[config.mk]
export PLATFORM = sky130hd
export DESIGN_NAME = usec_timebase
export DESIGN_NICKNAME = d
export VERILOG_FILES = /design/src/rtl/usec_tb_pkg.sv /design/src/rtl/usec_count_core.sv /design/src/rtl/usec_split_access.sv /design/src/rtl/usec_pause_ctrl.sv /design/src/rtl/usec_timebase.sv
export SDC_FILE = /design/constraint.sdc
export NUM_CORES = 1
export LEC_CHECK = 0
export BUFFER_PORTS_ARGS = -buffer_cell sky130_fd_sc_hd__buf_2
export CORE_UTILIZATION = 58
export CTS_CLUSTER_SIZE = 28
export DETAILED_ROUTE_END_ITERATION = 10
export GPL_TIMING_DRIVEN = 0
export HOLD_SLACK_MARGIN = 0.08
export PLACE_DENSITY_LB_ADDON = 0.15
export SYNTH_ARGS = -nofsm -noshare
export SYNTH_HDL_FRONTEND = slang
export SYNTH_SLANG_ARGS = --single-unit
[constraint.sdc]
create_clock -name clk_i -period 2.75 [get_ports clk_i]
set_input_delay 0 -clock clk_i [delete_from_list [all_inputs] [get_ports clk_i]]
set_output_delay 0 -clock clk_i [all_outputs]
set_load 0.005 [all_outputs]
[src/rtl/usec_tb_pkg.sv]
package usec_timebase_pkg;
  localparam int HALF_W = 32;
  localparam int ADDR_W = 3;

  localparam logic [ADDR_W-1:0] A_WR_LO  = 3'd0;
  localparam logic [ADDR_W-1:0] A_WR_HI  = 3'd1;
  localparam logic [ADDR_W-1:0] A_LAT_LO = 3'd2;
  localparam logic [ADDR_W-1:0] A_LAT_HI = 3'd3;
  localparam logic [ADDR_W-1:0] A_RAW_LO = 3'd4;
  localparam logic [ADDR_W-1:0] A_RAW_HI = 3'd5;
  localparam logic [ADDR_W-1:0] A_PAUSE  = 3'd6;
  localparam logic [ADDR_W-1:0] A_DBGEN  = 3'd7;
endpackage

[src/rtl/usec_count_core.sv]
module usec_count_core #(
  parameter int CNT_W = 64
) (
  input  logic             clk_i,
  input  logic             rst_ni,
  input  logic             load_i,
  input  logic [CNT_W-1:0] load_val_i,
  input  logic             inc_i,
  output logic [CNT_W-1:0] cnt_o
);
  localparam logic [CNT_W-1:0] ONE = {{(CNT_W-1){1'b0}}, 1'b1};

  logic [CNT_W-1:0] cnt_q;

  // load has priority over increment
  always_ff @(posedge clk_i or negedge rst_ni) begin
    if (!rst_ni)     cnt_q <= '0;
    else if (load_i) cnt_q <= load_val_i;
    else if (inc_i)  cnt_q <= cnt_q + ONE;
  end

  assign cnt_o = cnt_q;

  a_r4_load_value: assert property (@(posedge clk_i) disable iff (!rst_ni)
    load_i |=> cnt_q == $past(load_val_i));
  a_r2_step_one: assert property (@(posedge clk_i) disable iff (!rst_ni)
    (!load_i && inc_i) |=> cnt_q == $past(cnt_q) + ONE);
  a_r2_idle_stable: assert property (@(posedge clk_i) disable iff (!rst_ni)
    (!load_i && !inc_i) |=> $stable(cnt_q));
endmodule

[src/rtl/usec_split_access.sv]
module usec_split_access #(
  parameter int HALF_W = 32
) (
  input  logic              clk_i,
  input  logic              rst_ni,
  input  logic              wr_lo_i,
  input  logic              rd_lo_i,
  input  logic [HALF_W-1:0] wdata_i,
  input  logic [HALF_W-1:0] cnt_hi_i,
  output logic [HALF_W-1:0] stage_o,
  output logic [HALF_W-1:0] hold_o
);
  logic [HALF_W-1:0] stage_q, hold_q;

  always_ff @(posedge clk_i or negedge rst_ni) begin
    if (!rst_ni)      stage_q <= '0;
    else if (wr_lo_i) stage_q <= wdata_i;
  end

  always_ff @(posedge clk_i or negedge rst_ni) begin
    if (!rst_ni)      hold_q <= '0;
    else if (rd_lo_i) hold_q <= cnt_hi_i;
  end

  assign stage_o = stage_q;
  assign hold_o  = hold_q;

  a_r3_stage_capture: assert property (@(posedge clk_i) disable iff (!rst_ni)
    wr_lo_i |=> stage_q == $past(wdata_i));
  a_r6_hold_capture: assert property (@(posedge clk_i) disable iff (!rst_ni)
    rd_lo_i |=> hold_q == $past(cnt_hi_i));
  a_r8_hold_keep: assert property (@(posedge clk_i) disable iff (!rst_ni)
    !rd_lo_i |=> $stable(hold_q));
endmodule

[src/rtl/usec_pause_ctrl.sv]
module usec_pause_ctrl #(
  parameter int N_DBG = 2
) (
  input  logic             clk_i,
  input  logic             rst_ni,
  input  logic             wr_pause_i,
  input  logic             wr_dbgen_i,
  input  logic             pause_d_i,
  input  logic [N_DBG-1:0] dbgen_d_i,
  input  logic [N_DBG-1:0] dbg_halt_i,
  output logic             pause_o,
  output logic [N_DBG-1:0] dbgen_o,
  output logic             halt_o
);
  logic             pause_q;
  logic [N_DBG-1:0] dbgen_q;
  logic [N_DBG-1:0] port_stop;

  always_ff @(posedge clk_i or negedge rst_ni) begin
    if (!rst_ni) begin
      pause_q <= 1'b0;
      dbgen_q <= '0;
    end else begin
      if (wr_pause_i) pause_q <= pause_d_i;
      if (wr_dbgen_i) dbgen_q <= dbgen_d_i;
    end
  end

  for (genvar i = 0; i < N_DBG; i++) begin : g_port
    assign port_stop[i] = dbgen_q[i] & dbg_halt_i[i];
  end

  assign halt_o  = pause_q | (|port_stop);
  assign pause_o = pause_q;
  assign dbgen_o = dbgen_q;

  a_r10_dbgen_write: assert property (@(posedge clk_i) disable iff (!rst_ni)
    wr_dbgen_i |=> dbgen_q == $past(dbgen_d_i));
  a_r9_pause_write: assert property (@(posedge clk_i) disable iff (!rst_ni)
    wr_pause_i |=> pause_q == $past(pause_d_i));
endmodule

[src/rtl/usec_timebase.sv]
module usec_timebase
  import usec_timebase_pkg::*;
#(
  parameter int N_DBG = 2
) (
  input  logic              clk_i,
  input  logic              rst_ni,
  input  logic              req_i,
  input  logic              we_i,
  input  logic [ADDR_W-1:0] addr_i,
  input  logic [HALF_W-1:0] wdata_i,
  output logic [HALF_W-1:0] rdata_o,
  input  logic              tick_i,
  input  logic [N_DBG-1:0]  dbg_halt_i,
  output logic [HALF_W-1:0] time_lo_o
);
  localparam int CNT_W = 2 * HALF_W;

  logic              wr, rd;
  logic              wr_lo, wr_hi, rd_lo, wr_pause, wr_dbgen;
  logic [CNT_W-1:0]  cnt;
  logic [HALF_W-1:0] stage, hold;
  logic              pause, halt, inc;
  logic [N_DBG-1:0]  dbgen;

  assign wr       = req_i & we_i;
  assign rd       = req_i & ~we_i;
  assign wr_lo    = wr & (addr_i == A_WR_LO);
  assign wr_hi    = wr & (addr_i == A_WR_HI);
  assign wr_pause = wr & (addr_i == A_PAUSE);
  assign wr_dbgen = wr & (addr_i == A_DBGEN);
  assign rd_lo    = rd & (addr_i == A_LAT_LO);
  assign inc      = tick_i & ~halt;

  usec_pause_ctrl #(.N_DBG(N_DBG)) u_pause (
    .clk_i      (clk_i),
    .rst_ni     (rst_ni),
    .wr_pause_i (wr_pause),
    .wr_dbgen_i (wr_dbgen),
    .pause_d_i  (wdata_i[0]),
    .dbgen_d_i  (wdata_i[N_DBG-1:0]),
    .dbg_halt_i (dbg_halt_i),
    .pause_o    (pause),
    .dbgen_o    (dbgen),
    .halt_o     (halt)
  );

  usec_split_access #(.HALF_W(HALF_W)) u_split (
    .clk_i    (clk_i),
    .rst_ni   (rst_ni),
    .wr_lo_i  (wr_lo),
    .rd_lo_i  (rd_lo),
    .wdata_i  (wdata_i),
    .cnt_hi_i (cnt[CNT_W-1:HALF_W]),
    .stage_o  (stage),
    .hold_o   (hold)
  );

  usec_count_core #(.CNT_W(CNT_W)) u_core (
    .clk_i      (clk_i),
    .rst_ni     (rst_ni),
    .load_i     (wr_hi),
    .load_val_i ({wdata_i, stage}),
    .inc_i      (inc),
    .cnt_o      (cnt)
  );

  always_comb begin
    rdata_o = '0;
    if (rd) begin
      unique case (addr_i)
        A_LAT_LO, A_RAW_LO: rdata_o = cnt[HALF_W-1:0];
        A_LAT_HI:           rdata_o = hold;
        A_RAW_HI:           rdata_o = cnt[CNT_W-1:HALF_W];
        A_PAUSE:            rdata_o[0] = pause;
        A_DBGEN:            rdata_o[N_DBG-1:0] = dbgen;
        default:            rdata_o = '0;
      endcase
    end
  end

  assign time_lo_o = cnt[HALF_W-1:0];

  a_r3_lo_write_no_effect: assert property (@(posedge clk_i) disable iff (!rst_ni)
    (wr_lo && !tick_i) |=> $stable(time_lo_o));
  a_r9_paused_frozen: assert property (@(posedge clk_i) disable iff (!rst_ni)
    (pause && !wr_hi) |=> $stable(cnt));
  a_r5_load_beats_tick: assert property (@(posedge clk_i) disable iff (!rst_ni)
    (wr_hi && tick_i) |=> cnt[CNT_W-1:HALF_W] == $past(wdata_i));
endmodule

-- After elaboration in Yosys (flattened, before gate mapping)
Cells that the tools add are included.
- bits in registers: 131
- input bits: 42
- output and inout bits: 64
- word-level logic and storage cells: 36
- $add $sub $neg: 1
- eq/ne operators: 7
- mux-type cells: 6
- bitwise gates (word level): 13
- reduce and logical (&&, ||, !) cells: 4
- operators with widths (cell ; number):
    64-bit two-way mux ; 2
    30-bit case mux with 3 select lines ; 1
    64-bit by 1-bit adder with 64-bit output, second input constant ; 1
    32-bit two-way mux ; 1
    3-bit == test, second input constant ; 4
    1-bit AND ; 10
    3-bit by 2-bit == test with 1-bit output, second input constant ; 2
    1-bit case mux with 5 select lines ; 1
    1-bit case mux with 4 select lines ; 1
    2-bit OR reduction ; 2
    3-bit by 1-bit == test with 1-bit output, second input constant ; 1
    3-bit logical NOT ; 1
    1-bit inverter ; 2
    2-bit nonzero test ; 1
    1-bit OR ; 1

-- Longest topological paths before layout
- depth after elaboration: 7
- gate-level depth with buffers: 8
- gate-level depth less buffers: 6

-- Modules after synthesis
From an unflattened synthesis, not the netlist that was laid out.
- cells, all modules: 731
- area total of the unflattened synthesis: 7823.8 µm²
- modules (own cells, without submodules) (module ; instances ; cells each ; area each (µm²) ; sequential area each (µm²)):
    usec_count_core ; 1 ; 422 ; 3748.6 ; 1601.5
    usec_split_access ; 1 ; 136 ; 2690.1 ; 1601.5
    usec_timebase ; 1 ; 166 ; 1266.2 ; 0.0
    usec_pause_ctrl ; 1 ; 7 ; 118.9 ; 75.1

-- Worst setup path before layout
Ideal clock, no wire load.
- path kind: register -> register
- start: register u_core.cnt_q[0], in the netlist u_core.cnt_o[0]
- end: register u_core.cnt_q[44], in the netlist u_core.cnt_o[44]
- library setup time: 0.082 ns
- data arrival time: 2.214 ns
- required time: 2.668 ns
- setup slack: 0.454 ns
- cell stages (with the launch flop): 8
- clock period less this slack: 2.296 ns
- cells stage by stage: dfrtp_1 -> ha_1 -> nand4_1 -> or3_1 -> or3_1 -> buf_2 -> or4_1 -> a31oi_1
- word-level cells in the longest chain between the ends: 3
- ends and longest elaborated chain (item ; RTL line ; RTL):
    from (decl) ; usec_count_core.sv:13 ; logic [CNT_W-1:0] cnt_q;
    from (signal assigned) ; usec_count_core.sv:18 ; else if (load_i) cnt_q <= load_val_i;
    from (signal assigned) ; usec_count_core.sv:19 ; else if (inc_i) cnt_q <= cnt_q + ONE;
    64-bit by 1-bit adder with 64-bit output ; usec_count_core.sv:19 ;
    64-bit two-way mux ; usec_count_core.sv:19 ;
    64-bit two-way mux ; usec_count_core.sv:18 ;
Every way passes these cells. The select of a mux whose other input is x is not followed.
A chain may end at the register's enable or synchronous reset.

-- Worst setup path after layout
- start: input addr_i[0]
- end: register u_core.cnt_q[25], in the netlist u_core.cnt_o[25]
- word-level cells in the longest chain between the ends: 3
- ends and longest elaborated chain (item ; RTL line ; RTL):
    from (decl) ; usec_timebase.sv:10 ; input logic [ADDR_W-1:0] addr_i,
    3-bit by 1-bit == test with 1-bit output * ; usec_timebase.sv:29 ; assign wr_hi = wr & (addr_i == A_WR_HI);
    1-bit AND * ; usec_timebase.sv:29 ;
    64-bit two-way mux or 2-bit nonzero test (tied branches) ; -- ;
Every way passes the cells marked *; elsewhere a longest branch is shown, timed or not.

==> impl_metrics.ini <==
[clock_tree]
cts_buffers = 17
clk_latency_ps = 430
clk_pin_slew_ps = 60
clock_path_buffers = 2
root_buffer = clkbuf_16
cts_tree = done
htree_num_levels = 4
clock-sinks = 131

[cells_and_area]
fin_util = 0.7335
nNetsFinal = 1014
final_cell_mix = dfrtp_1 (130), buf_2 (107), nand2_1 (82)
n_antenna_cell = 0
multi_input_area_um2 = 3918
area_growth_syn_to_layout_pct = 22.31
seqCellArea_um2 = 3279
final_common_cell = dfrtp_1
design_area_um2 = 9369
drive_gt1_frac = 0.2574
nFillCells = 938

[pwr]
p_int_w = 0.004554
power.leakage_nw = 3.912
p_per_area_nw_per_um2 = 706.6
p_switching_w = 0.002066
p_seq_frac = 0.444
vdd_drop_max_mv = 0.5206
pwr-share-comb = 0.243
clkPwrFrac = 0.313
p_sw_frac = 0.3121

[worst_setup_path]
rrSetupSlack_ps = 110
startpoint_type = input pin
crit_top_cell = clkbuf_1
crit_family = buffers and inverters
critPathMaxFanout = 10
worst_path_largest_cell_delay_ps = 770
cp-end-kind = register
regToRegEndpoint = u_core.cnt_o[44]$_DFFE_PN0P_
worstPathArrival_ps = 3000
cp_num_buf_inv = 4
critPathRequiredTime_ps = 3090
cp_cell_sequence = buf_2 > nand3_1 > nor3_1 > clkbuf_1 > clkbuf_1 > buf_1 > nand2_1 > o21ai_0
cp_slowest_cell = nor3_1
timing.rr.start = u_core.cnt_o[1]$_DFFE_PN0P_
path_class = in2reg
reg2regPathDepth = 7

[floorplan]
coreArea_um2 = 12770
chipWidth_um = 116.9
fp.dieH_um = 116.9
ios = 106
rows = 41
start_util = 0.5997
die_area_um2 = 13670

[drt]
ant_nets = 0
drt_first_iter_violations = 867
vias_per_cell = 6.414
wire_per_inst_um = 20.44
wl_um = 23610
drc = 0
vias = 7408
firstDrtPassIters = 6

[global_routing]
grt_first_pass_wirelength_um = 36610
grt_remaining_overflow = 0
antenna_found_initial = 0
grt_max_degree = 68
grt_pass1_vias = 6840
grt_use_total = 0.3592

[timing]
hold_violations = 0
finalCriticalPeriod_ps = 2658
tns_ps = 0
rsz0062_at_grt = false
fin_crit_sh = 0.9664
fmax_ghz = 0.3763
slew_viol_final = 0
worst_pin_slew_ps = 1005
fin_skew_ps = 7.519
hold_ws_ps = 76.00
slew_headroom = 0.3238
setup_viol = 0

[synth]
synth_xor_area_frac = 0.04116
syn_area_um2 = 7660
synth_edf_count = 0
ys_types = 48
yosys_warnings = 0
synth-async-reset-ratio = 1.000
synth_compound_area_frac = 0.1357
synth-adder-area-share = 0.001633
synth_top_family_by_area = simple AND/OR/NAND/NOR gates
synth-simple-area-share = 0.2114
synth-seq-area-share = 0.4280
synth.area.mux_share = 0.1150
synth_nets = 856
synthFlopType = dfrtp_1
syn_inst = 813
ys_ff_latch = 131
syn_avg_cell_area_um2 = 9.422

[placed_design]
dp_hpwl_um = 16810
port_buffers = 103
gp_congestion = 1.029
place_area_um2 = 8424

[run_status]
outcome = finished, final reports clean

[job]
cap_viol_max_count = 0

[hold_path]
min-delay-start = dbg_halt_i[0]
hold_depth = 4
hold_end = u_core.cnt_o[0]$_DFFE_PN0P_
hold_class = in2reg
==> routing by layer <==
metal / vias up / track usage / part of all wire
li1: 3263 / - / -
met1: 3626 / 0.4816 / 0.40
met2: 448 / 0.5748 / 0.48
met3: 71 / 0.06231 / 0.085
met4: 0 / 0.1595 / 0.031
met5: - / 0 / 0
==> cell families (layout without fill, tap and decap cells) <==
logic type / count (synthesis) / in the layout
and+or+nand+nor: 313 / 313
AOI/OAI and AO/OA: 151 / 151
DFF: 131 / 131
buffers and inverters: 102 / 272
muxes: 79 / 79
xor gates and xnor gates: 36 / 36
adders and majority gates: 1 / 1
==> worst max-delay path by stage <==
stage | from | depth (start not counted) | endpoint | slack, ps
after floorplan | u_core.cnt_o[0]$_DFFE_PN0P_ | 7 | u_core.cnt_o[44]$_DFFE_PN0P_ | 450
after global placement | u_core.cnt_o[0]$_DFFE_PN0P_ | 6 | u_core.cnt_o[40]$_DFFE_PN0P_ | -300
after detailed placement | u_core.cnt_o[0]$_DFFE_PN0P_ | 6 | u_core.cnt_o[40]$_DFFE_PN0P_ | -290
after CTS | u_core.cnt_o[0]$_DFFE_PN0P_ | 7 | u_core.cnt_o[44]$_DFFE_PN0P_ | 50
after global routing | addr_i[0] | 8 | u_core.cnt_o[25]$_DFFE_PN0P_ | 4
final | addr_i[0] | 8 | u_core.cnt_o[25]$_DFFE_PN0P_ | 90
==> worst reg2reg max path, cell delays in order (launching register included) <==
cell and delay (ps):
dfrtp_1 540, ha_4 270, nand4_1 110, or3_1 450, or3_1 340, buf_2 210
or4_1 480, a31oi_1 160
==> power groups by stage <==
stage	clock, W	combinational [W]	sequential [W]
6_report	0.00207	0.00161	0.00294
5_1_grt	0.00217	0.00177	0.00298
4_1_cts	0.00208	0.00159	0.00290
3_5_place_dp	0	0.00154	0.00293
3_3_place_gp	0	0.00147	0.00289
2_1_floorplan	0	0.00111	0.00275
==> synthesized netlist by cell type, types with 2 or more instances <==
library cell | instances | share of area
and4_1 | 7 | 0.0080
and2_1 | 8 | 0.0065
and3_1 | 9 | 0.0074
inv_1 | 5 | 0.0025
xnor2_1 | 28 | 0.032
nand2b_1 | 6 | 0.0049
dfrtp_1 | 131 | 0.43
nand4b_1 | 6 | 0.0069
or4_1 | 14 | 0.014
buf_1 | 7 | 0.0034
nand4_1 | 32 | 0.026
nand2_1 | 82 | 0.040
o31ai_1 | 3 | 0.0029
or2_2 | 2 | 0.0016
buf_4 | 33 | 0.032
o21ai_0 | 47 | 0.031
xor2_1 | 8 | 0.0091
nor3b_1 | 2 | 0.0020
mux2i_1 | 7 | 0.0091
mux2_2 | 72 | 0.11
o41ai_1 | 2 | 0.0023
nor2b_1 | 2 | 0.0016
clkbuf_1 | 51 | 0.025
a2bb2oi_1 | 2 | 0.0023
a21oi_1 | 6 | 0.0039
a22oi_1 | 34 | 0.033
nor4_1 | 19 | 0.016
or3_1 | 14 | 0.011
a31oi_1 | 15 | 0.012
nor2_1 | 64 | 0.031
nor3_1 | 17 | 0.011
nand3_1 | 24 | 0.016
a22o_1 | 32 | 0.037
o31a_1 | 4 | 0.0046
buf_2 | 5 | 0.0033
==> sequential cells by signal, indices dropped and copies added (netlist names) <==
| name | count |
|---|---|
| u_split.hold_o | 32 |
| u_core.cnt_o | 64 |
| u_pause.dbgen_o | 2 |
| u_pause.pause_o | 1 |
| u_split.stage_o | 32 |
==> layout make-up <==
class | count | share of cell area
plain buffers | 95 | 0.05208
clock buffers | 25 | 0.05075
clock inverters | 6 | 0.005876
inverters | 5 | 0.002003
multi-input cells | 580 | 0.4181
flip-flops and latches | 131 | 0.3500
well taps | 172 | 0.02297
repair buffers | 141 | 0.09816
==> through the flow <==
stage          power [W]  setup slack [ps]  std cells
6_report        0.006620             92.28       1155
5_1_grt         0.006926             4.415       1155
4_1_cts         0.006566             54.90       1157
3_5_place_dp    0.004463            -292.6       1089
3_3_place_gp    0.004364            -297.0       1088
2_1_floorplan   0.003853             454.1        813
==> what timing repair did <==
action / 4_1_cts / 5_1_grt
gates cloned: 0 / 0
hold endpoints to repair: 136 / 0
gates resized for setup: 3 / 6
buffers inserted: 0 / 0
hold buffers: 37 / 0
setup endpoints to repair: 8 / 13
No activity file was read; power rests on OpenSTA's default activity.
